**src/rtl/sar_pkg.sv**
```systemverilog
package sar_pkg;
    typedef enum logic [1:0] {
        ST_HUNT = 2'd0,
        ST_HDR  = 2'd1,
        ST_BODY = 2'd2
    } rx_state_e;
endpackage

```
**src/rtl/sar_pre_corr.sv**
```systemverilog
module sar_pre_corr #(
    parameter int W = 16
) (
    input  logic         clk,
    input  logic         rst,
    input  logic         clr,
    input  logic         bit_valid,
    input  logic         bit_in,
    input  logic [W-1:0] pattern,
    output logic         hit
);
    localparam int CW = $clog2(W + 1);

    typedef struct packed {
        logic [W-1:0]  sr;
        logic [CW-1:0] fill;
    } corr_t;

    corr_t cur_q, nxt_d;
    logic [W-1:0] window;

    assign window = {cur_q.sr[W-2:0], bit_in};
    assign hit    = bit_valid && !clr && (cur_q.fill >= CW'(W - 1)) && (window == pattern);

    always_comb begin
        nxt_d = cur_q;
        if (clr) begin
            nxt_d.fill = '0;
        end else if (bit_valid) begin
            nxt_d.sr = window;
            if (cur_q.fill != CW'(W)) begin
                nxt_d.fill = cur_q.fill + 1'b1;
            end
        end
    end

    always_ff @(posedge clk) begin
        if (rst) begin
            cur_q <= '0;
        end else begin
            cur_q <= nxt_d;
        end
    end
endmodule

```
**src/rtl/sar_byte_pack.sv**
```systemverilog
module sar_byte_pack #(
    parameter int BW = 8
) (
    input  logic          clk,
    input  logic          rst,
    input  logic          clr,
    input  logic          bit_valid,
    input  logic          bit_in,
    output logic          done,
    output logic [BW-1:0] data
);
    localparam int CNT_W = $clog2(BW);

    typedef struct packed {
        logic [BW-1:0]    sh;
        logic [CNT_W-1:0] cnt;
    } pack_t;

    pack_t cur_q, nxt_d;

    assign data = {cur_q.sh[BW-2:0], bit_in};
    assign done = bit_valid && !clr && (cur_q.cnt == CNT_W'(BW - 1));

    always_comb begin
        nxt_d = cur_q;
        if (clr) begin
            nxt_d.cnt = '0;
        end else if (bit_valid) begin
            nxt_d.sh  = data;
            nxt_d.cnt = done ? '0 : cur_q.cnt + 1'b1;
        end
    end

    always_ff @(posedge clk) begin
        if (rst) begin
            cur_q <= '0;
        end else begin
            cur_q <= nxt_d;
        end
    end
endmodule

```
**src/rtl/sar_id_match.sv**
```systemverilog
module sar_id_match #(
    parameter int BW = 8,
    parameter int PW = 4
) (
    input  logic [PW-1:0] idx,
    input  logic [BW-1:0] hdr_byte,
    input  logic [BW-1:0] net_id,
    input  logic [BW-1:0] node_id,
    input  logic          net_en,
    input  logic          node_en,
    input  logic [PW-1:0] net_pos,
    input  logic [PW-1:0] node_pos,
    output logic          reject,
    output logic          last,
    output logic          no_hdr
);
    logic at_net, at_node;

    always_comb begin
        at_net  = net_en  && (idx == net_pos);
        at_node = node_en && (idx == node_pos);
        reject  = (at_net && (hdr_byte != net_id)) || (at_node && (hdr_byte != node_id));
        last    = node_en ? at_node : at_net;
        no_hdr  = !net_en && !node_en;
    end
endmodule

```
**src/rtl/sar_rx.sv**
```systemverilog
module sar_rx
    import sar_pkg::*;
#(
    parameter int BYTE_W = 8,
    parameter int POS_W  = 4,
    parameter int LEN_W  = 8
) (
    input  logic              clk,
    input  logic              rst,
    input  logic              bit_valid,
    input  logic              bit_in,
    input  logic              cs_raw,
    input  logic [BYTE_W-1:0] pre_lo,
    input  logic [BYTE_W-1:0] pre_hi,
    input  logic [BYTE_W-1:0] net_id,
    input  logic [BYTE_W-1:0] node_id,
    input  logic              net_en,
    input  logic              node_en,
    input  logic [POS_W-1:0]  net_pos,
    input  logic [POS_W-1:0]  node_pos,
    input  logic [LEN_W-1:0]  pkt_len,
    output logic              locked,
    output logic              lock_in,
    output logic              lock_out,
    output logic              byte_valid,
    output logic [BYTE_W-1:0] byte_data,
    output logic              cs_out
);
    localparam int PRE_W = 2 * BYTE_W;

    typedef struct packed {
        rx_state_e         st;
        logic [POS_W-1:0]  hidx;
        logic [LEN_W-1:0]  cnt;
        logic              locked;
        logic              lock_in;
        logic              lock_out;
        logic              bval;
        logic [BYTE_W-1:0] data;
    } rx_regs_t;

    rx_regs_t cur_q, nxt_d;

    logic              pre_hit;
    logic              abandon;
    logic              pack_clr;
    logic              byte_done;
    logic [BYTE_W-1:0] byte_now;
    logic              id_reject, id_last, id_none;

    assign pack_clr = (cur_q.st == ST_HUNT);

    sar_pre_corr #(.W(PRE_W)) u_corr (
        .clk      (clk),
        .rst      (rst),
        .clr      (abandon),
        .bit_valid(bit_valid),
        .bit_in   (bit_in),
        .pattern  ({pre_hi, pre_lo}),
        .hit      (pre_hit)
    );

    sar_byte_pack #(.BW(BYTE_W)) u_pack (
        .clk      (clk),
        .rst      (rst),
        .clr      (pack_clr),
        .bit_valid(bit_valid),
        .bit_in   (bit_in),
        .done     (byte_done),
        .data     (byte_now)
    );

    sar_id_match #(.BW(BYTE_W), .PW(POS_W)) u_idm (
        .idx     (cur_q.hidx),
        .hdr_byte(byte_now),
        .net_id  (net_id),
        .node_id (node_id),
        .net_en  (net_en),
        .node_en (node_en),
        .net_pos (net_pos),
        .node_pos(node_pos),
        .reject  (id_reject),
        .last    (id_last),
        .no_hdr  (id_none)
    );

    always_comb begin
        nxt_d          = cur_q;
        nxt_d.lock_in  = 1'b0;
        nxt_d.lock_out = 1'b0;
        nxt_d.bval     = 1'b0;
        abandon        = 1'b0;
        unique case (cur_q.st)
            ST_HUNT: begin
                if (pre_hit) begin
                    nxt_d.hidx = '0;
                    nxt_d.cnt  = '0;
                    if (id_none) begin
                        nxt_d.st      = ST_BODY;
                        nxt_d.locked  = 1'b1;
                        nxt_d.lock_in = 1'b1;
                    end else begin
                        nxt_d.st = ST_HDR;
                    end
                end
            end
            ST_HDR: begin
                if (byte_done) begin
                    if (id_reject) begin
                        nxt_d.st = ST_HUNT;
                        abandon  = 1'b1;
                    end else if (id_last) begin
                        nxt_d.st      = ST_BODY;
                        nxt_d.locked  = 1'b1;
                        nxt_d.lock_in = 1'b1;
                    end else begin
                        nxt_d.hidx = cur_q.hidx + 1'b1;
                    end
                end
            end
            ST_BODY: begin
                if (byte_done) begin
                    nxt_d.bval = 1'b1;
                    nxt_d.data = byte_now;
                    if (LEN_W'(cur_q.cnt + 1'b1) == pkt_len) begin
                        nxt_d.lock_out = 1'b1;
                        nxt_d.locked   = 1'b0;
                        nxt_d.st       = ST_HUNT;
                        abandon        = 1'b1;
                    end else begin
                        nxt_d.cnt = cur_q.cnt + 1'b1;
                    end
                end
            end
            default: begin
                nxt_d.st     = ST_HUNT;
                nxt_d.locked = 1'b0;
            end
        endcase
    end

    always_ff @(posedge clk) begin
        if (rst) begin
            cur_q    <= '0;
            cur_q.st <= ST_HUNT;
        end else begin
            cur_q <= nxt_d;
        end
    end

    assign locked     = cur_q.locked;
    assign lock_in    = cur_q.lock_in;
    assign lock_out   = cur_q.lock_out;
    assign byte_valid = cur_q.bval;
    assign byte_data  = cur_q.data;
    assign cs_out     = cs_raw && !cur_q.locked;

    AST_LOCKIN_ON_RISE: assert property (@(posedge clk) disable iff (rst) $rose(locked) |-> lock_in);
    AST_LOCKOUT_WITH_BYTE: assert property (@(posedge clk) disable iff (rst) lock_out |-> byte_valid);
    AST_LOCKOUT_DROPS: assert property (@(posedge clk) disable iff (rst) lock_out |-> !locked);
    AST_CS_MASKED: assert property (@(posedge clk) disable iff (rst) locked |-> !cs_out);
    AST_BYTE_IN_PACKET: assert property (@(posedge clk) disable iff (rst) byte_valid |-> (locked || lock_out));
    AST_IDLE_NO_BYTE: assert property (@(posedge clk) disable iff (rst) !bit_valid |=> !byte_valid);
    AST_IDLE_LOCK_HOLD: assert property (@(posedge clk) disable iff (rst) !bit_valid |=> $stable(locked));
endmodule

```
**config.mk**
```make
export PLATFORM = sky130hd
export DESIGN_NAME = sar_rx
export DESIGN_NICKNAME = d
export VERILOG_FILES = /design/src/rtl/sar_pkg.sv /design/src/rtl/sar_pre_corr.sv /design/src/rtl/sar_byte_pack.sv /design/src/rtl/sar_id_match.sv /design/src/rtl/sar_rx.sv
export SDC_FILE = /design/constraint.sdc
export NUM_CORES = 1
export LEC_CHECK = 0
export ABC_AREA = 1
export BUFFER_PORTS_ARGS = -buffer_cell sky130_fd_sc_hd__buf_2
export CAP_MARGIN = 10
export CORE_UTILIZATION = 25
export DETAILED_ROUTE_END_ITERATION = 16
export GPL_TIMING_DRIVEN = 0
export SLEW_MARGIN = 20
export SYNTH_ARGS = -nofsm -noshare
export SYNTH_HDL_FRONTEND = slang
export SYNTH_SLANG_ARGS = --single-unit
```
**constraint.sdc**
```tcl
create_clock -name clk -period 2.15 [get_ports clk]
set_input_delay 0.645 -clock clk [delete_from_list [all_inputs] [get_ports clk]]
set_output_delay 0.645 -clock clk [all_outputs]
set_load 0.1 [all_outputs]
```
### Word level (Yosys, flattened, before mapping)

Index checks and enable logic that the tools add are counted.

* order comparisons: 1
* bitwise gates (word level): 4
* reductions and logical operators: 32
* equal/unequal tests: 20
* $add $sub $neg: 4
* muxes and demuxes: 29

Operators with widths (count)
* 2-bit two-way mux: 9
* 9-bit two-way mux: 2
* 16-bit equality test: 1
* 16-bit two-way mux: 1
* 8-bit inequality test: 2
* 8-bit case mux with 2 select lines: 1
* 2-bit inequality test (second input constant): 7
* 1-bit logical AND: 11
* 5-bit AND reduction: 2
* 8-bit by 1-bit adder with 8-bit output (second input constant): 1
* 4-bit equality test: 2
* 8-bit equality test: 1
* 4-bit two-way mux: 2
* 8-bit two-way mux: 1
* 4-bit case mux with 2 select lines: 1
* 2-bit AND reduction: 4
* 7-bit AND reduction: 1
* 1-bit two-way mux: 6
* 6-bit two-way mux: 1
* 2-bit case mux with 3 select lines: 1
* 2-bit OR reduction: 3
* 5-bit by 1-bit adder with 5-bit output (second input constant): 1
* 5-bit by 4-bit >= comparator with 1-bit output (second input constant): 1
* 1-bit logical NOT: 5
* 17 further kinds: 23

* logic and storage cells: 102
* register bits: 56
* output and inout port bits: 13

### Logic depth before layout (Yosys ltp)

* word-level depth: 13
* mapped depth: 18
* depth with buffers taken out: 18

### Cells and area by module

A second synthesis with hierarchy kept.

* cells, all modules: 604
* area, all modules: 3833.7 sq um

By module, submodules not included
* sar_rx: instances 1, area an instance 1764.2 sq um, cells an instance 257
* sar_pre_corr: instances 1, area an instance 1093.5 sq um, cells an instance 168
* sar_byte_pack: instances 1, area an instance 540.5 sq um, cells an instance 81
* sar_id_match: instances 1, area an instance 435.4 sq um, cells an instance 98

### Least setup slack after synthesis

OpenSTA, ideal clock, no wires.

* kind: reg2out
* start point: register cur_q, in the netlist locked
* end point: output cs_out
* cell stages (with the launch flop): 2
* path buffers: 0
* arrival: 2058 ps
* setup slack: -553 ps
* path through: dfxtp_1 nor2_1

* cells in the longest elaborated chain, start to end: 2

Ends and longest elaborated chain
* start: declaration: line sar_rx.sv:42 `rx_regs_t cur_q, nxt_d;`
* start signal: assignment: line sar_rx.sv:147 `cur_q <= nxt_d;`
* 1-bit logical NOT: line sar_rx.sv:156 `assign cs_out = cs_raw && !cur_q.locked;`
* 1-bit logical AND: line sar_rx.sv:156
* end: declaration: line sar_rx.sv:27 `output logic cs_out`

Every way passes these cells.

### Final worst setup path

* start point: register cur_q[12] (netlist bit)
* end point: register cur_q[13] (netlist bit)

* cells in the longest elaborated chain, start to end: 11
* elaborated cells between the ends (all ways): 15
* classes of those cells: add/sub (1); eq/ne (3); mux (6); reduce/logical (5)

Ends and longest elaborated chain
* 8-bit by 1-bit adder with 8-bit output (*): line sar_rx.sv:125, sar_rx.sv:131
* 8-bit equality test: line sar_rx.sv:125 `if (LEN_W'(cur_q.cnt + 1'b1) == pkt_len) begin`
* 1-bit two-way mux: line sar_rx.sv:125
* 1-bit two-way mux: line sar_rx.sv:122 `if (byte_done) begin`
* 1-bit case mux with 2 select lines: line sar_rx.sv:93 `unique case (cur_q.st)`
* 1-bit logical NOT: line sar_pre_corr.sv:23 `assign hit = bit_valid && !clr && (cur_q.fill >= CW'(W - 1)) && (window == pattern);`
* 1-bit logical AND (3 in a row): line sar_pre_corr.sv:23
* 2-bit inequality test (no line)
* 4-bit AND reduction (no line)

Every way passes the cells marked *; elsewhere a longest branch is shown, timed or not. The select of a mux whose other input is x is not followed.
A chain may end at the register's enable or synchronous reset.

==> flow_summary.json <==
{
  "rsz0062_at_grt": "yes",
  "hold_viol": 0,
  "area.growth.synth_to_final_pct": 27.4,
  "gp_congestion": 0.791,
  "clock_skew_ps": 8.54,
  "synth.largest_area_cell": "dfxtp_1",
  "finalSetupViolCount": 0,
  "min_path_type": "flop to flop",
  "postRouteWirelength_um": 8990,
  "drtIter0Drc": 144,
  "post_drt_wl_per_cell_um": 11.4,
  "ys_top_cells_by_area": "dfxtp_1 (32%), nand2_1 (13%), nor2_1 (6.9%), xnor2_1 (6.2%), nand3_1 (6.1%)",
  "vias": 3411,
  "p_comb_share_pct": 33.6,
  "critPathLaunchType": "flop",
  "p_leak_nw": 1.97,
  "swShare_pct": 36.6,
  "design.die.area_um2": 14500,
  "drive_gt1_share_pct": 26.2,
  "yosysWarnings": 0,
  "power.density_nw_per_um2": 684,
  "hold_ws_ps": 467,
  "cts_tree": "built",
  "htree_levels": 2,
  "end_kind": "flop",
  "grt_max_degree": 19,
  "io_buffers": 66,
  "layout.nets": 674,
  "status": "finished, final reports clean",
  "cp_common_cell": "nand2_4",
  "worstMarginPinSlew_ps": 812,
  "synth_cells": 528,
  "dp_slack_ps": -259,
  "ys_seq_area_share_pct": 31.9,
  "max-vdd-ir-drop_mv": 0.356,
  "syn_area_um2": 3510,
  "power.internal_mw": 1.94,
  "num_antenna_cells": 0,
  "grtUsageMet2_pct": 20.6,
  "antenna_found_initial": 0,
  "crit_path_cell_trace": "ha_4 > nand2_4 > nor2_4 > nand2_1 > nand3_1 > nand3_1 > nor2_2 > nand2_4 > nand2_4 > nand2_4 > nand3_4 > nand2_8 > clkbuf_16 > nand4_1 > a21oi_1",
  "power_frac_seq_pct": 39.2,
  "std_cell_rows": 42,
  "grtUsageMet3_pct": 2.64,
  "min_period_over_period_pct": 95.7,
  "track_usage_pct": 12.5,
  "timing.fmax_ghz": 0.486,
  "critPathBufInv": 1,
  "power.share.clock_pct": 27.3,
  "tns_ps": 0,
  "cp.arrival_ps": 2220,
  "power_mw": 3.07,
  "ios": 68,
  "die_y_um": 121,
  "path_clk_slew_ps": 70,
  "fill_cells": 1518,
  "synth_top_area_share_pct": 31.9,
  "drv_cap": 0,
  "setup.worst_path.start": "cur_q[12]",
  "synth.avg_cell_area_um2": 6.66,
  "numCtsBuffers": 5,
  "yosysUniqueCellTypes": 37,
  "dp.cells": 770,
  "grt_pass1_wl_um": 14600,
  "via_per_inst": 4.34,
  "hp-start": "byte_data[5]",
  "root_buffer": "clkbuf_16",
  "clk_path_buf_depth": 2,
  "cp_slowest_stage_delay_ps": 390,
  "fin_cells": 786,
  "dpl.hpwl_um": 6790,
  "crit_required_ps": 2310,
  "core_area_um2": 13500,
  "grt.met1_usage_pct": 16.8,
  "clock_latency_ps": 300,
  "hold_buffers": 0,
  "busiest_layer": "met2",
  "fin_crit_ps": 2060,
  "ys_ff_latch": 56,
  "switching_power_mw": 1.12,
  "first_pass_iters": 4,
  "gr-total-overflow": 0,
  "r2r_start": "cur_q[12]",
  "antenna_left": 0,
  "slew_violations": 0,
  "grt_pass1_vias": 3099,
  "path_class": "flop to flop",
  "clkSinkCount": 56,
  "syn-num-nets": 593,
  "dieWidth_um": 121,
  "setup_slack_ps": 92.2,
  "path_delay_family": "simple AND/OR/NAND/NOR gates",
  "drcViolationCount": 0,
  "crit_path_max_fanout": 5,
  "slew_headroom_pct": 45.3,
  "start_util_pct": 26.1,
  "slowest_stage": "dfxtp_4"
}
-- layout make-up --
type                       instances  area [um^2]  share of cell area [%]
buffer                            20          130                    2.91
multi-input combinational        393         2200                    49.1
tap                              176          220                    4.92
timing repair buffer              73          407                    9.08
clock inverter                     3         22.5                   0.503
sequential                        56         1140                    25.4
clock buffer                       5          125                    2.79
inverter                          60          236                    5.28
-- flip-flops by register name, summed over array words and instances, names as in the netlist --
register and flops:
u_corr.cur_q 20, cur_q 14, byte_data 8, u_pack.data 7
u_pack.cur_q 3, byte_valid 1, lock_in 1, lock_out 1
locked 1
-- worst paths after layout --
| check | to | slack, ps | cells after the start |
|---|---|---|---|
| max | cur_q[13] | 90 | 15 |
| min | byte_data[5] | 470 | 2 |
| max reg2reg | cur_q[13] | 90 | 15 |
| min reg2reg | byte_data[5] | 470 | 2 |
-- cells in the final DEF (no fill, tap or decap), types with 7 or more instances in the layout --
master and instances:
o21ai_0 27, nand4_1 9, nand2_1 119, nor2_2 7
dfxtp_1 49, nand2_4 7, buf_2 67, xnor2_1 24
nand2_2 7, inv_1 53, nor2_1 61, buf_4 17
a21oi_1 37, nand3_1 38
-- per-stage QoR --
stage          cell area [um^2]  utilization, %
3_5_place_dp               4070            30.3
5_1_grt                    4480            33.3
2_1_floorplan              3520               -
3_3_place_gp               4070            30.3
6_report                   4480            33.3
4_1_cts                    4240            31.5
-- per-layer routing --
metal,up-vias,wire length [um]
li1,1845,-
met4,0,108
met1,1482,4420
met5,-,0
met3,11,410
met2,73,4050
-- cells by family after synthesis --
kind of cell | count (synthesis) | share of synthesized area (%)
buf+inv | 80 | 9.97
fa+ha+maj | 10 | 3.56
compound gates | 78 | 11.7
simple gates | 276 | 35.9
xor+xnor | 28 | 6.98
flops | 56 | 31.9
-- cells in the mapped netlist (all sizes together) --
cell      n
a211oi    2
a21oi    41
and2      1
buf      15
clkbuf    5
dfxtp    56
ha       10
inv      60
nand2   134
nand3    44
nand3b    2
nand4     9
nor2     71
nor3      6
nor3b     2
nor4      1
o21a      1
o21ai    33
o22ai     1
or2       6
xnor2    25
xor2      3
-- power groups by stage --
stage	Clock (mW)	Combinational, mW	Sequential, mW
2_1_floorplan	0	0.647	1.23
3_3_place_gp	0	0.881	1.22
3_5_place_dp	0	0.881	1.23
4_1_cts	0.850	0.885	1.20
5_1_grt	0.899	1.15	1.22
6_report	0.836	1.03	1.20
-- tightest hold or removal path: stages (launching register included) --
cell and delay (ps):
dfxtp_1 310, nand2_1 60, a21oi_1 50
-- timing repair --
item                                    4_1_cts  5_1_grt
endpoints found under the setup margin       29       39
pin swaps                                     1       13
endpoints found under the hold margin         0        0
resized for setup                             4       49
cloned                                        0        2
buffers inserted                              0        6
Note: power is estimated with default switching activity, not from simulation.
